`src/rtl/pci_par_pkg.sv`:
```
package pci_par_pkg;
  typedef enum logic [1:0] {
    PH_NONE = 2'd0,
    PH_ADDR = 2'd1,
    PH_DATA = 2'd2
  } phase_e;
endpackage

```
`src/rtl/pcipar_phase.sv`:
```
module pcipar_phase
  import pci_par_pkg::*;
(
  input  logic   clk,
  input  logic   rst_n,
  input  logic   frame_n_i,
  input  logic   irdy_n_i,
  input  logic   trdy_n_i,
  output phase_e phase_o
);
  logic idle_q, idle_d;

  // bus is idle when neither framing nor initiator-ready is asserted
  always_comb begin
    idle_d = frame_n_i & irdy_n_i;
    if (idle_q && !frame_n_i)
      phase_o = PH_ADDR;
    else if (!irdy_n_i && !trdy_n_i)
      phase_o = PH_DATA;
    else
      phase_o = PH_NONE;
  end

  always_ff @(posedge clk or negedge rst_n) begin
    if (!rst_n) idle_q <= 1'b1;
    else        idle_q <= idle_d;
  end
endmodule

```
`src/rtl/pcipar_gen.sv`:
```
module pcipar_gen #(
  parameter int AD_W = 32
) (
  input  logic              clk,
  input  logic              rst_n,
  input  logic [AD_W-1:0]   ad_i,
  input  logic [AD_W/8-1:0] cbe_n_i,
  input  logic              drive_i,
  output logic              sum_o,
  output logic              par_o,
  output logic              par_oe_o
);
  localparam int BE_W = AD_W / 8;

  logic [BE_W-1:0] lane_par;
  logic            par_d, oe_d;

  // one partial parity per byte lane, including that lane's enable
  for (genvar g = 0; g < BE_W; g++) begin : g_lane
    assign lane_par[g] = ^{ad_i[g*8 +: 8], cbe_n_i[g]};
  end

  always_comb begin
    sum_o = ^lane_par;
    par_d = sum_o;
    oe_d  = drive_i;
  end

  always_ff @(posedge clk or negedge rst_n) begin
    if (!rst_n) begin
      par_o    <= 1'b0;
      par_oe_o <= 1'b0;
    end else begin
      par_o    <= par_d;
      par_oe_o <= oe_d;
    end
  end
endmodule

```
`src/rtl/pcipar_chk.sv`:
```
module pcipar_chk
  import pci_par_pkg::*;
(
  input  logic   clk,
  input  logic   rst_n,
  input  phase_e phase_i,
  input  logic   drive_i,
  input  logic   sum_i,
  input  logic   par_i,
  input  logic   perr_en_i,
  input  logic   serr_en_i,
  input  logic   sts_clr_i,
  output logic   perr_n_o,
  output logic   serr_n_o,
  output logic   sts_perr_o
);
  // stage 1: phase under check and its local parity
  phase_e s1_kind_q, s1_kind_d;
  logic   s1_sum_q, s1_sum_d;
  // stage 2: error flags once the remote parity has arrived
  logic   e_addr_q, e_addr_d, e_data_q, e_data_d;
  // stage 3: outputs
  logic   perr_n_d, serr_n_d, sts_d, mism;

  always_comb begin
    s1_kind_d = drive_i ? PH_NONE : phase_i;
    s1_sum_d  = sum_i;
    mism      = s1_sum_q ^ par_i;
    e_addr_d  = mism && (s1_kind_q == PH_ADDR);
    e_data_d  = mism && (s1_kind_q == PH_DATA);
    perr_n_d  = !(e_data_q && perr_en_i);
    serr_n_d  = !(e_addr_q && serr_en_i);
    if (e_addr_q || e_data_q) sts_d = 1'b1;
    else if (sts_clr_i)       sts_d = 1'b0;
    else                      sts_d = sts_perr_o;
  end

  always_ff @(posedge clk or negedge rst_n) begin
    if (!rst_n) begin
      s1_kind_q  <= PH_NONE;
      s1_sum_q   <= 1'b0;
      e_addr_q   <= 1'b0;
      e_data_q   <= 1'b0;
      perr_n_o   <= 1'b1;
      serr_n_o   <= 1'b1;
      sts_perr_o <= 1'b0;
    end else begin
      s1_kind_q  <= s1_kind_d;
      s1_sum_q   <= s1_sum_d;
      e_addr_q   <= e_addr_d;
      e_data_q   <= e_data_d;
      perr_n_o   <= perr_n_d;
      serr_n_o   <= serr_n_d;
      sts_perr_o <= sts_d;
    end
  end


  perr_gate_chk: assert property (@(posedge clk) disable iff (!rst_n)
    !perr_n_o |-> $past(perr_en_i));

  serr_gate_chk: assert property (@(posedge clk) disable iff (!rst_n)
    !serr_n_o |-> $past(serr_en_i));

  serr_pulse_chk: assert property (@(posedge clk) disable iff (!rst_n)
    !serr_n_o |=> serr_n_o);

  sticky_set_chk: assert property (@(posedge clk) disable iff (!rst_n)
    (!perr_n_o || !serr_n_o) |-> sts_perr_o);

  sticky_clr_chk: assert property (@(posedge clk) disable iff (!rst_n)
    $fell(sts_perr_o) |-> $past(sts_clr_i));
endmodule

```
`src/rtl/pci_parity_unit.sv`:
```
module pci_parity_unit
  import pci_par_pkg::*;
#(
  parameter int AD_W = 32
) (
  input  logic              clk,
  input  logic              rst_n,
  input  logic [AD_W-1:0]   ad_i,
  input  logic [AD_W/8-1:0] cbe_n_i,
  input  logic              frame_n_i,
  input  logic              irdy_n_i,
  input  logic              trdy_n_i,
  input  logic              drive_i,
  input  logic              par_i,
  input  logic              perr_en_i,
  input  logic              serr_en_i,
  input  logic              sts_clr_i,
  output logic              par_o,
  output logic              par_oe_o,
  output logic              perr_n_o,
  output logic              serr_n_o,
  output logic              sts_perr_o
);
  phase_e phase;
  logic   sum;

  pcipar_phase u_phase (
    .clk       (clk),
    .rst_n     (rst_n),
    .frame_n_i (frame_n_i),
    .irdy_n_i  (irdy_n_i),
    .trdy_n_i  (trdy_n_i),
    .phase_o   (phase)
  );

  pcipar_gen #(.AD_W(AD_W)) u_gen (
    .clk      (clk),
    .rst_n    (rst_n),
    .ad_i     (ad_i),
    .cbe_n_i  (cbe_n_i),
    .drive_i  (drive_i),
    .sum_o    (sum),
    .par_o    (par_o),
    .par_oe_o (par_oe_o)
  );

  pcipar_chk u_chk (
    .clk        (clk),
    .rst_n      (rst_n),
    .phase_i    (phase),
    .drive_i    (drive_i),
    .sum_i      (sum),
    .par_i      (par_i),
    .perr_en_i  (perr_en_i),
    .serr_en_i  (serr_en_i),
    .sts_clr_i  (sts_clr_i),
    .perr_n_o   (perr_n_o),
    .serr_n_o   (serr_n_o),
    .sts_perr_o (sts_perr_o)
  );


  drive_quiet_chk: assert property (@(posedge clk) disable iff (!rst_n)
    (!perr_n_o || !serr_n_o) |-> !$past(drive_i, 3));

  addr_phase_chk: assert property (@(posedge clk) disable iff (!rst_n)
    !serr_n_o |-> !$past(frame_n_i, 3));

  data_phase_chk: assert property (@(posedge clk) disable iff (!rst_n)
    !perr_n_o |-> ($past(irdy_n_i, 3) == 1'b0 && $past(trdy_n_i, 3) == 1'b0));
endmodule

```
`config.mk`:
```
export PLATFORM = sky130hd
export DESIGN_NAME = pci_parity_unit
export DESIGN_NICKNAME = d
export VERILOG_FILES = /design/src/rtl/pci_par_pkg.sv /design/src/rtl/pcipar_phase.sv /design/src/rtl/pcipar_gen.sv /design/src/rtl/pcipar_chk.sv /design/src/rtl/pci_parity_unit.sv
export SDC_FILE = /design/constraint.sdc
export NUM_CORES = 1
export LEC_CHECK = 0
export ABC_AREA = 1
export BUFFER_PORTS_ARGS = -buffer_cell sky130_fd_sc_hd__buf_2
export CAP_MARGIN = 20
export CORE_UTILIZATION = 25
export DETAILED_ROUTE_END_ITERATION = 10
export GPL_ROUTABILITY_DRIVEN = 0
export SETUP_SLACK_MARGIN = 0.1
export SLEW_MARGIN = 20
export SYNTH_ARGS = -nofsm -noshare
export SYNTH_HDL_FRONTEND = slang
export SYNTH_SLANG_ARGS = --single-unit
```
`constraint.sdc`:
```
create_clock -name clk -period 1 [get_ports clk]
set_input_delay 0 -clock clk [delete_from_list [all_inputs] [get_ports clk]]
set_output_delay 0 -clock clk [all_outputs]
set_load 0.05 [all_outputs]
```
## Yosys cells after proc, flatten, opt, wreduce, memory -nomap -nowiden

Index checks and enable logic that the tools add are counted.

- Equal/unequal tests: 2
- Muxes and demuxes: 5
- Bitwise operators: 2
- Reduce and logical (&&, ||, !) cells: 18

Operators by type and width:

| operator | number |
|---|---|
| parity 9 bit | 4 |
| logical AND 1 bit | 6 |
| two-way mux 2 bit | 3 |
| zero test 1 bit | 5 |
| parity 4 bit | 1 |
| equality test 2 x 1 -> 1 bit (second input constant) | 1 |
| equality test 2 bit (second input constant) | 1 |
| two-way mux 1 bit | 2 |
| nonzero test 2 bit | 1 |
| bitwise AND 1 bit | 1 |
| logical OR 1 bit | 1 |
| XOR 1 bit | 1 |

- Register bits: 10
- Bits of input ports: 46
- Output and inout bits: 5
- Logic and storage cells: 36

## Longest topological paths before layout

Gate-level depths: netlist (run 1).

- Depth in word-level cells: 5
- Gate-level depth with buffers: 14
- Mapped depth without buffers: 14

## Hierarchy

A second synthesis (run 1) with hierarchy kept.

- Cells, all modules: 184
- Area total of the unflattened synthesis: 1061.0 um^2

Modules (own cells, without submodules):

| module | instances | cells an instance | area an instance (um^2) | sequential area each (um^2) |
|---|---|---|---|---|
| pcipar_gen | 1 | 147 | 723.2 | 50.0 |
| pcipar_chk | 1 | 28 | 279.0 | 202.7 |
| pcipar_phase | 1 | 9 | 58.8 | 26.3 |

## Least setup slack after synthesis (run 1)

OpenSTA, ideal clock, no wires.

- Path type: reg-to-reg
- Start: register u_chk.s1_sum_q
- End: register u_chk.e_data_q
- Library setup time: 0.125 ns
- Arrival time: 0.862 ns
- Required time: 0.875 ns
- Path slack: 0.013 ns
- Stages on the path, launching flop included: 3
- Path buffers: 0
- Period minus slack after synthesis: 0.987 ns
- Path through: dfrtp_1 -> xnor2_1 -> nor3_1

- Cells in the longest elaborated chain, start to end: 2

Ends and longest elaborated chain:

| element | line | text |
|---|---|---|
| start: declaration | pcipar_chk.sv:19 | `logic s1_sum_q, s1_sum_d;` |
| start signal: assignment | pcipar_chk.sv:49 | `s1_sum_q <= s1_sum_d;` |
| XOR 1 bit | pcipar_chk.sv:28 | `mism = s1_sum_q ^ par_i;` |
| logical AND 1 bit | pcipar_chk.sv:30 | `e_data_d = mism && (s1_kind_q == PH_DATA);` |
| via u_chk.e_data_d | pcipar_chk.sv:21 | `logic e_addr_q, e_addr_d, e_data_q, e_data_d;` |
| end signal: assignment | pcipar_chk.sv:51 | `e_data_q <= e_data_d;` |
| end: declaration | pcipar_chk.sv:21 |  |

The timed path passes the listed nets, and every way through them passes these cells.
A chain may end at the register's enable or synchronous reset.

## Final worst setup path (run 1)

- Start: register u_chk.perr_n_o
- End: output perr_n_o

RTL lines:

| element | line | text |
|---|---|---|
| start: declaration | pcipar_chk.sv:13 | `output logic perr_n_o,` |
| start signal: assignment | pcipar_chk.sv:52 | `perr_n_o <= perr_n_d;` |
| end: declaration | pci_parity_unit.sv:20 | `output logic perr_n_o,` |

No word-level cell between the ends.

==> impl_metrics.env, run 1 <==
export IMPL_grt_max_degree=11
export IMPL_skew_ns=0.00240
export IMPL_core_area_um2=3420
export IMPL_r2r_slack_ns=0.18
export IMPL_drcViolationCount=0
export IMPL_syn2layout_area_growth_pct=48.3
export IMPL_placed_cells=239
export IMPL_ys_warn_count=0
export IMPL_power_share_combinational=0.472
export IMPL_track_usage=0.0888
export IMPL_diodes=0
export IMPL_crit_family="flip-flops"
export IMPL_io_pins=51
export IMPL_port_buffers=50
export IMPL_drt_iter0_markers=23
export IMPL_power_density_nw_per_um2=1160
export IMPL_overflow=0
export IMPL_timing_fmax_mhz=1070
export IMPL_critPathKind="flop to output port"
export IMPL_r2r_end="u_chk.s1_kind_q[1]"
export IMPL_final_min_clock_period_ns=0.936
export IMPL_critical_path_buf_inv_count=1
export IMPL_die_w_um=62.4
export IMPL_root_buffer="clkbuf_4"
export IMPL_cp_num_cells=1
export IMPL_worstHoldStart="par_i"
export IMPL_fillers=389
export IMPL_max_slew_margin=0.836
export IMPL_tns_ns=0
export IMPL_initial_core_util=0.267
export IMPL_dieArea_um2=3890
export IMPL_switching_share=0.377
export IMPL_clk_latency_ns=0.26
export IMPL_seqPwrFrac=0.304
export IMPL_post_cts_buffers=0
export IMPL_status="finished clean"
export IMPL_hold_path_class="input pin to flop"
export IMPL_syn_num_nets=189
export IMPL_slowest_stage="dfstp_2"
export IMPL_cts_made_buffers=3
export IMPL_holdPathEnd="u_chk.e_addr_q"
export IMPL_routedWlPerCell_um=6.75
export IMPL_drive_gt1_frac=0.351
export IMPL_leakagePower_nw=0.812
export IMPL_final_hold_viol_count=0
export IMPL_synthesis_area_um2=912
export IMPL_synth_top_area_cell="nand2_1"
export IMPL_cp_max_fo=1
export IMPL_cts_reportedPaths_clkPinSlew_ns=0.06
export IMPL_die_y_um=62.4
export IMPL_synth_top_area_frac=0.198
export IMPL_switchingPower_uw=593
export IMPL_critPathCaptureType="output port"
export IMPL_wl_mm=1.70
export IMPL_critPathArrivalTime_ns=0.94
export IMPL_setup_viol=0
export IMPL_rows=21
export IMPL_ir_worst_vdd_mv=0.376
export IMPL_fin_cells=251
export IMPL_htree_levels=1
export IMPL_num_vias=962
export IMPL_hold_depth=3
export IMPL_maxCapViolations=0
export IMPL_routed_via_density=3.83
export IMPL_power_internal_uw=981
export IMPL_synth_common_cells="48 x nand2_1, 26 x inv_1, 12 x nand2_2, 12 x nand3_1, 12 x xor2_1"
export IMPL_yosysSeqAreaShare=0.278
export IMPL_async_reset_ff_frac=1.00
export IMPL_start_kind="flop"
export IMPL_rsz0062_at_grt="yes"
export IMPL_critical_path_max_stage_delay_ns=0.53
export IMPL_ys_flop_type="dfrtp_1"
export IMPL_drv_slew=0
export IMPL_rr_worst_depth=3
export IMPL_ys_types=14
export IMPL_synthTopCellsByArea="nand2_1 20%, dfrtp_1 19%, xor2_1 12%"
export IMPL_fin_nets=252
export IMPL_clock_sinks=10
export IMPL_netlist_instances=143
export IMPL_postRouteAntennaNets=0
export IMPL_cts_buffer_depth=2
export IMPL_first_pass_iters=4
export IMPL_grt_pass1_vias=815
export IMPL_ys_seq_elements=10
export IMPL_synth_area_per_cell_um2=6.38
export IMPL_dp_hpwl_mm=1.39
export IMPL_required_ns=1.00
export IMPL_tightest_slew_ns=0.248
export IMPL_antenna_found_initial=0
export IMPL_pwr_share_clk=0.225
export IMPL_yosysMostFrequentCell="nand2_1"
export IMPL_cp_cell_sequence="buf_6"
export IMPL_rr_startpoint="u_phase.idle_q"
export IMPL_tritoncts="done"
export IMPL_finalCritPeriodShare=0.936
export IMPL_synth_edff_count=0
export IMPL_grt_pass1_wl_mm=2.90
==> power by group through the flow <==
stage               sequential [mW]  combinational [mW]  clock [mW]
floorplan                     0.606               0.382           0
global placement              0.482               0.705           0
detailed placement            0.484               0.708           0
CTS                           0.478               0.739       0.364
global route                  0.482               0.835       0.386
finish                        0.478               0.743       0.354
==> per-stage QoR <==
step	util	total power, mW	area (um^2)	setup WS [ns]	hold slack (ns)
2_1_floorplan	-	0.988	913	0.122	-0.296
3_3_place_gp	0.358	1.19	1220	0.0122	-0.131
3_5_place_dp	0.358	1.19	1220	0.000937	-0.135
4_1_cts	0.395	1.58	1350	0.0550	0.0437
5_1_grt	0.396	1.70	1350	0.0430	0.0516
6_report	0.396	1.57	1350	0.0644	0.0442
==> sequential cells by signal, indices dropped and copies added, names as in the netlist <==
signal	count
u_chk.sts_perr_o	1
u_chk.serr_n_o	1
u_chk.perr_n_o	1
u_chk.e_data_q	1
u_chk.e_addr_q	1
u_gen.par_oe_o	1
u_chk.s1_kind_q	2
u_chk.s1_sum_q	1
u_phase.idle_q	1
==> how the worst max path moves through the flow <==
stage                     start               end
2_1_floorplan  u_chk.sts_perr_o  u_chk.sts_perr_o
3_3_place_gp            ad_i[6]    u_chk.s1_sum_q
3_5_place_dp            ad_i[6]    u_chk.s1_sum_q
4_1_cts          u_chk.perr_n_o          perr_n_o
5_1_grt          u_chk.serr_n_o          serr_n_o
6_report         u_chk.perr_n_o          perr_n_o
==> cell usage in the layout (no fill, tap or decap) <==
master and count:
nand2_1 48, buf_2 47, inv_1 26, nand2_2 12
nand3_1 12, xor2_1 12, xnor2_1 9, dlygate4sd3_1 8
nor2_1 7, dfrtp_1 6, clkbuf_4 3, dfstp_2 3
nor3_1 2, inv_2 2, buf_6 2, nand4_1 1
nor4_1 1, o21ai_0 1, clkbuf_8 1, buf_4 1
dfrtp_2 1
==> cells by family (layout without fill, tap and decap cells) <==
group,count (synthesis),count (layout),share of synthesized area
AOI/OAI and AO/OA,1,1,0.00548
xor gates and xnor gates,21,21,0.202
buffers and inverters,28,90,0.115
DFF,10,10,0.278
and+or+nand+nor,83,83,0.399
==> per-layer routing <==
layer / GRT usage / vias up / part of all wire
met4: 0.0436 / 0 / 0
met5: 0 / - / 0
met1: 0.0988 / 385 / 0.47
met3: 0.00912 / 0 / 0.050
met2: 0.166 / 30 / 0.48
li1: - / 547 / -
==> layout make-up <==
class	instances	area [um^2]	share of cell area
repair buffers	58	345	0.255
flip-flops and latches	10	255	0.189
multi-input cells	105	553	0.409
clock buffers	4	36.3	0.0268
inverters	28	105	0.0777
well taps	46	57.6	0.0426
==> what timing repair did <==
action	in CTS	in global routing
pin swaps	0	0
hold endpoints to repair	17	0
gates resized for setup	4	2
hold buffers	8	0
cloned	0	0
setup endpoints to repair	2	3
No activity file was read; power rests on OpenSTA's default activity.
==> inputs of run 2 (changes only) <==
- CAP_MARGIN: 20 -> not set
- SETUP_SLACK_MARGIN: 0.1 -> 0.15
==> run 2 against run 1 <==
  * Setup slack improved by 0.0079 ns
  * Worst hold slack better by 0.0051 ns
  * First-iteration DRC count fell by 13%
  * Sequential share of layout area shrank 0.71 points
  * Critical endpoint is now serr_n_o
==> impl_metrics.env, run 2 (synthesis gave the netlist of run 1 again) <==
export IMPL_die_w_um=62.4
export IMPL_design_area_um2=1410
export IMPL_htree_levels=1
export IMPL_cts_reportedPaths_clkPinSlew_ns=0.07
export IMPL_drive_gt1_frac=0.420
export IMPL_diodes=0
export IMPL_grt_pass1_wl_mm=3.07
export IMPL_die_y_um=62.4
export IMPL_antenna_found_initial=0
export IMPL_switchingPower_uw=618
export IMPL_clock_sinks=10
export IMPL_tns_ns=0
export IMPL_finalHoldWorstSlack_ns=0.0492
export IMPL_seqPwrFrac=0.300
export IMPL_layout_common_cells="45 x nand2_1, 44 x buf_2, 21 x inv_1, 15 x nand2_2"
export IMPL_switching_share=0.375
export IMPL_port_buffers=50
export IMPL_start_kind="flop"
export IMPL_place_ws_ns=0.0137
export IMPL_regMostFlops="u_chk.s1_kind_q"
export IMPL_skew_ns=0.00942
export IMPL_cts_buffer_depth=2
export IMPL_dpl_cell_area_um2=1230
export IMPL_rows=21
export IMPL_maxCapViolations=0
export IMPL_power_density_nw_per_um2=1170
export IMPL_wl_mm=1.72
export IMPL_timing_fmax_mhz=1080
export IMPL_fillers=363
export IMPL_postRouteAntennaNets=0
export IMPL_dieArea_um2=3890
export IMPL_routed_via_density=3.86
export IMPL_ir_worst_vdd_mv=0.312
export IMPL_setup_viol=0
export IMPL_io_pins=51
export IMPL_grt_max_degree=11
export IMPL_leakagePower_nw=0.823
export IMPL_drt_iter0_markers=20
export IMPL_critPathCaptureType="output port"
export IMPL_power_internal_mw=1.03
export IMPL_pwr_share_clk=0.213
export IMPL_rsz0062_at_grt="yes"
export IMPL_cts_made_buffers=3
export IMPL_clk_latency_ns=0.26
export IMPL_grt_pass1_vias=871
export IMPL_tightest_slew_ns=0.217
export IMPL_hold_path_class="input pin to flop"
export IMPL_fin_nets=252
export IMPL_setup_slack_ns=0.0723
export IMPL_cp_cell_sequence="buf_8"
export IMPL_largest_reg_flops=2
export IMPL_cp_num_cells=1
export IMPL_syn2layout_area_growth_pct=54.9
export IMPL_root_buffer="clkbuf_4"
export IMPL_cp_max_fo=1
export IMPL_dp_hpwl_mm=1.37
export IMPL_first_pass_iters=4
export IMPL_initial_core_util=0.267
export IMPL_num_vias=968
export IMPL_slowest_stage="dfstp_2"
export IMPL_drv_slew=0
export IMPL_tritoncts="done"
export IMPL_critPathKind="flop to output port"
export IMPL_final_hold_viol_count=0
export IMPL_required_ns=1.00
export IMPL_rr_worst_depth=3
export IMPL_power_share_combinational=0.487
export IMPL_drcViolationCount=0
export IMPL_critical_path_buf_inv_count=1
export IMPL_finalCritPeriodShare=0.928
export IMPL_critical_path_max_stage_delay_ns=0.54
export IMPL_hold_depth=3
export IMPL_final_common_cell="nand2_1"
export IMPL_max_slew_margin=0.855
export IMPL_status="finished clean"
export IMPL_crit_family="flip-flops"
export IMPL_final_min_clock_period_ns=0.928
export IMPL_routedWlPerCell_um=6.85
export IMPL_track_usage=0.0954
export IMPL_critPathArrivalTime_ns=0.93
export IMPL_overflow=0
export IMPL_core_area_um2=3420
==> run 2: cell counts in the layout (fill, tap and decap cells not counted) <==
Identical to the previous run, type by type.
==> run 2: layout make-up <==
class / instances / area, um^2 / area share
sequential: 10 / 256 / 0.182
inverter: 28 / 105 / 0.0744
tap: 46 / 57.6 / 0.0407
clock buffer: 4 / 36.3 / 0.0257
multi-input combinational: 105 / 589 / 0.417
timing repair buffer: 58 / 368 / 0.260
==> run 2: path summary, 6_finish.rpt <==
path	end	slack, ns	startpoint
max in group asynchronous	u_chk.perr_n_o	0.61	rst_n
setup reg to reg	u_chk.s1_kind_q[1]	0.17	u_phase.idle_q
hold / removal	u_chk.e_addr_q	0.05	par_i
hold reg to reg	u_chk.serr_n_o	0.41	u_chk.e_addr_q
min in group asynchronous	u_chk.e_addr_q	0.13	rst_n
setup / recovery	serr_n_o	0.07	u_chk.serr_n_o
==> run 2: power by group through the flow <==
stage               Combinational, mW  Sequential, mW  Clock [mW]
finish                          0.803           0.495       0.351
global route                    0.901           0.502       0.388
CTS                             0.780           0.492       0.361
detailed placement              0.721           0.493           0
global placement                0.715           0.494           0
floorplan                       0.395           0.614           0
==> run 2: layer usage <==
| metal | share of wire | vias to the layer above | GRT usage |
|---|---|---|---|
| li1 | - | 545 | - |
| met1 | 0.45 | 390 | 0.109 |
| met2 | 0.48 | 31 | 0.175 |
| met3 | 0.058 | 2 | 0.0164 |
| met4 | 0.0099 | 0 | 0.0349 |
| met5 | 0 | - | 0 |
==> run 2: through the flow <==
step                      utilization  total power, mW  cells
after global routing            0.414             1.79    251
after CTS                       0.401             1.63    251
after floorplan                     -             1.01    143
after global placement          0.360             1.21    239
final                           0.414             1.65    251
after detailed placement        0.360             1.21    239
==> run 2: what timing repair did <==
| action | in CTS | in global routing |
|---|---|---|
| resized for setup | 8 | 16 |
| pin swaps | 0 | 12 |
| gates cloned | 0 | 0 |
| hold buffers | 8 | 0 |
| setup buffers | 0 | 0 |
| endpoints found under the hold margin | 17 | 0 |
| setup endpoints to repair | 4 | 7 |
==> inputs of run 3 (changes only) <==
- PLACE_DENSITY: not set -> 0.48
==> run 3 against run 2 <==
  * Sequential power about the same
  * Power increased by 1.7%
  * Non-clock buffer count unchanged
  * Core utilization increased by 0.55 points
  * Via count increased by 4.9%
  * Die area unchanged
  * Flip-flop and latch count unchanged
  * Setup slack got worse by 0.0028 ns
  * Combinational power increased by 3.9%
  * Global-route usage increased by 0.43 points
  * Design area increased by 1.3%
  * Clock-buffer cell count unchanged
  * Highest routed layer is now met3
==> impl_metrics.env, run 3 (synthesis gave the netlist of run 1 again) <==
export IMPL_status="finished clean"
export IMPL_regMostFlops="u_chk.s1_kind_q"
export IMPL_htree_levels=1
export IMPL_power_density_nw_per_um2=1170
export IMPL_placed_cells=239
export IMPL_finalCritPeriodShare=0.931
export IMPL_tightest_slew_ns=0.288
export IMPL_diodes=0
export IMPL_switching_share=0.378
export IMPL_tritoncts="done"
export IMPL_cp_max_fo=1
export IMPL_power_internal_mw=1.04
export IMPL_post_cts_buffers=0
export IMPL_rows=21
export IMPL_cts_made_buffers=3
export IMPL_clk_latency_ns=0.26
export IMPL_skew_ns=0.00113
export IMPL_r2r_slack_ns=0.18
export IMPL_root_buffer="clkbuf_4"
export IMPL_grt_pass1_vias=909
export IMPL_track_usage=0.0997
export IMPL_clock_sinks=10
export IMPL_wl_mm=1.96
export IMPL_overflow=0
export IMPL_timing_fmax_mhz=1070
export IMPL_antenna_found_initial=0
export IMPL_critical_path_buf_inv_count=1
export IMPL_leakagePower_nw=0.828
export IMPL_dp_hpwl_mm=1.54
export IMPL_postRouteAntennaNets=0
export IMPL_cp_cell_sequence="buf_8"
export IMPL_finalHoldWorstSlack_ns=0.0324
export IMPL_ir_worst_vdd_mv=0.359
export IMPL_critical_path_max_stage_delay_ns=0.54
export IMPL_critPathKind="flop to output port"
export IMPL_power_share_combinational=0.498
export IMPL_dieArea_um2=3890
export IMPL_layout_common_cells="44 x buf_2, 42 x nand2_1, 23 x inv_1, 18 x nand2_2, 11 x xor2_1"
export IMPL_final_hold_viol_count=0
export IMPL_routedWlPerCell_um=7.80
export IMPL_drive_gt1_frac=0.444
export IMPL_rsz0062_at_grt="yes"
export IMPL_max_slew_margin=0.806
export IMPL_largest_reg_flops=2
export IMPL_grt_max_degree=11
export IMPL_core_area_um2=3420
export IMPL_setup_viol=0
export IMPL_required_ns=1.00
export IMPL_critPathArrivalTime_ns=0.93
export IMPL_io_pins=51
export IMPL_syn2layout_area_growth_pct=56.9
export IMPL_port_buffers=50
export IMPL_drcViolationCount=0
export IMPL_first_pass_iters=4
export IMPL_switchingPower_uw=634
export IMPL_num_vias=1015
export IMPL_maxCapViolations=0
export IMPL_routed_via_density=4.04
export IMPL_final_min_clock_period_ns=0.931
export IMPL_die_y_um=62.4
export IMPL_slowest_stage="dfstp_2"
export IMPL_cts_reportedPaths_clkPinSlew_ns=0.06
export IMPL_pwr_share_clk=0.208
export IMPL_fin_nets=252
export IMPL_final_common_cell="buf_2"
export IMPL_grt_pass1_wl_mm=3.21
export IMPL_start_kind="flop"
export IMPL_cts_buffer_depth=2
export IMPL_hold_path_class="input pin to flop"
export IMPL_fin_cells=251
export IMPL_fin_util=0.419
export IMPL_initial_core_util=0.267
export IMPL_crit_family="flip-flops"
export IMPL_critPathCaptureType="output port"
export IMPL_seqPwrFrac=0.294
export IMPL_drt_iter0_markers=13
export IMPL_drv_slew=0
export IMPL_die_w_um=62.4
run 3: worst paths after layout:
| kind | from | end | cells past startpoint |
|---|---|---|---|
| setup / recovery | u_chk.perr_n_o | perr_n_o | 1 |
| hold / removal | par_i | u_chk.e_addr_q | 3 |
| setup reg to reg | u_phase.idle_q | u_chk.s1_kind_q[1] | 3 |
| hold reg to reg | u_chk.e_addr_q | u_chk.serr_n_o | 1 |
| max in group asynchronous | rst_n | u_phase.idle_q | 2 |
| min in group asynchronous | rst_n | u_chk.e_addr_q | 2 |
run 3: tightest hold or removal path, cell delays in order:
cell and delay [ns]:
buf_2 0.10, xnor2_2 0.08, nor2_1 0.07
run 3: power groups by stage:
stage / Combinational [mW] / Clock [mW] / Sequential (mW)
5_1_grt: 0.923 / 0.397 / 0.501
4_1_cts: 0.789 / 0.362 / 0.496
3_5_place_dp: 0.723 / 0 / 0.495
6_report: 0.834 / 0.349 / 0.494
3_3_place_gp: 0.708 / 0 / 0.493
2_1_floorplan: 0.395 / 0 / 0.614
run 3: repair_timing:
| action | in CTS | in global routing |
|---|---|---|
| hold buffers | 8 | 0 |
| endpoints found under the hold margin | 17 | 0 |
| endpoints found under the setup margin | 4 | 6 |
| resized for setup | 9 | 20 |
| pin swaps | 0 | 10 |
run 3: metal layers:
layer,vias to the layer above,track usage,wire length (um)
li1,545,-,-
met1,442,0.0889,723
met2,28,0.215,1140
met3,0,0.0164,91
met4,0,0.0349,0
met5,-,0,0
run 3: layout make-up:
| cell class | count | area (um^2) |
|---|---|---|
| clock buffer | 4 | 36.3 |
| fill | 361 | 1980 |
| multi-input combinational | 105 | 608 |
| inverter | 28 | 105 |
| timing repair buffer | 58 | 368 |
| sequential | 10 | 256 |
| tap | 46 | 57.6 |
run 3: through the flow:
| stage | setup WS (ns) | power [mW] | TNS (ns) | cell area (um^2) |
|---|---|---|---|---|
| finish | 0.0694 | 1.68 | 0 | 1430 |
| global placement | 0.0361 | 1.20 | 0 | 1230 |
| floorplan | 0.129 | 1.01 | 0 | 922 |
| CTS | 0.0597 | 1.65 | 0 | 1380 |
| detailed placement | -0.00799 | 1.22 | -0.00799 | 1230 |
| global route | 0.0280 | 1.82 | 0 | 1430 |
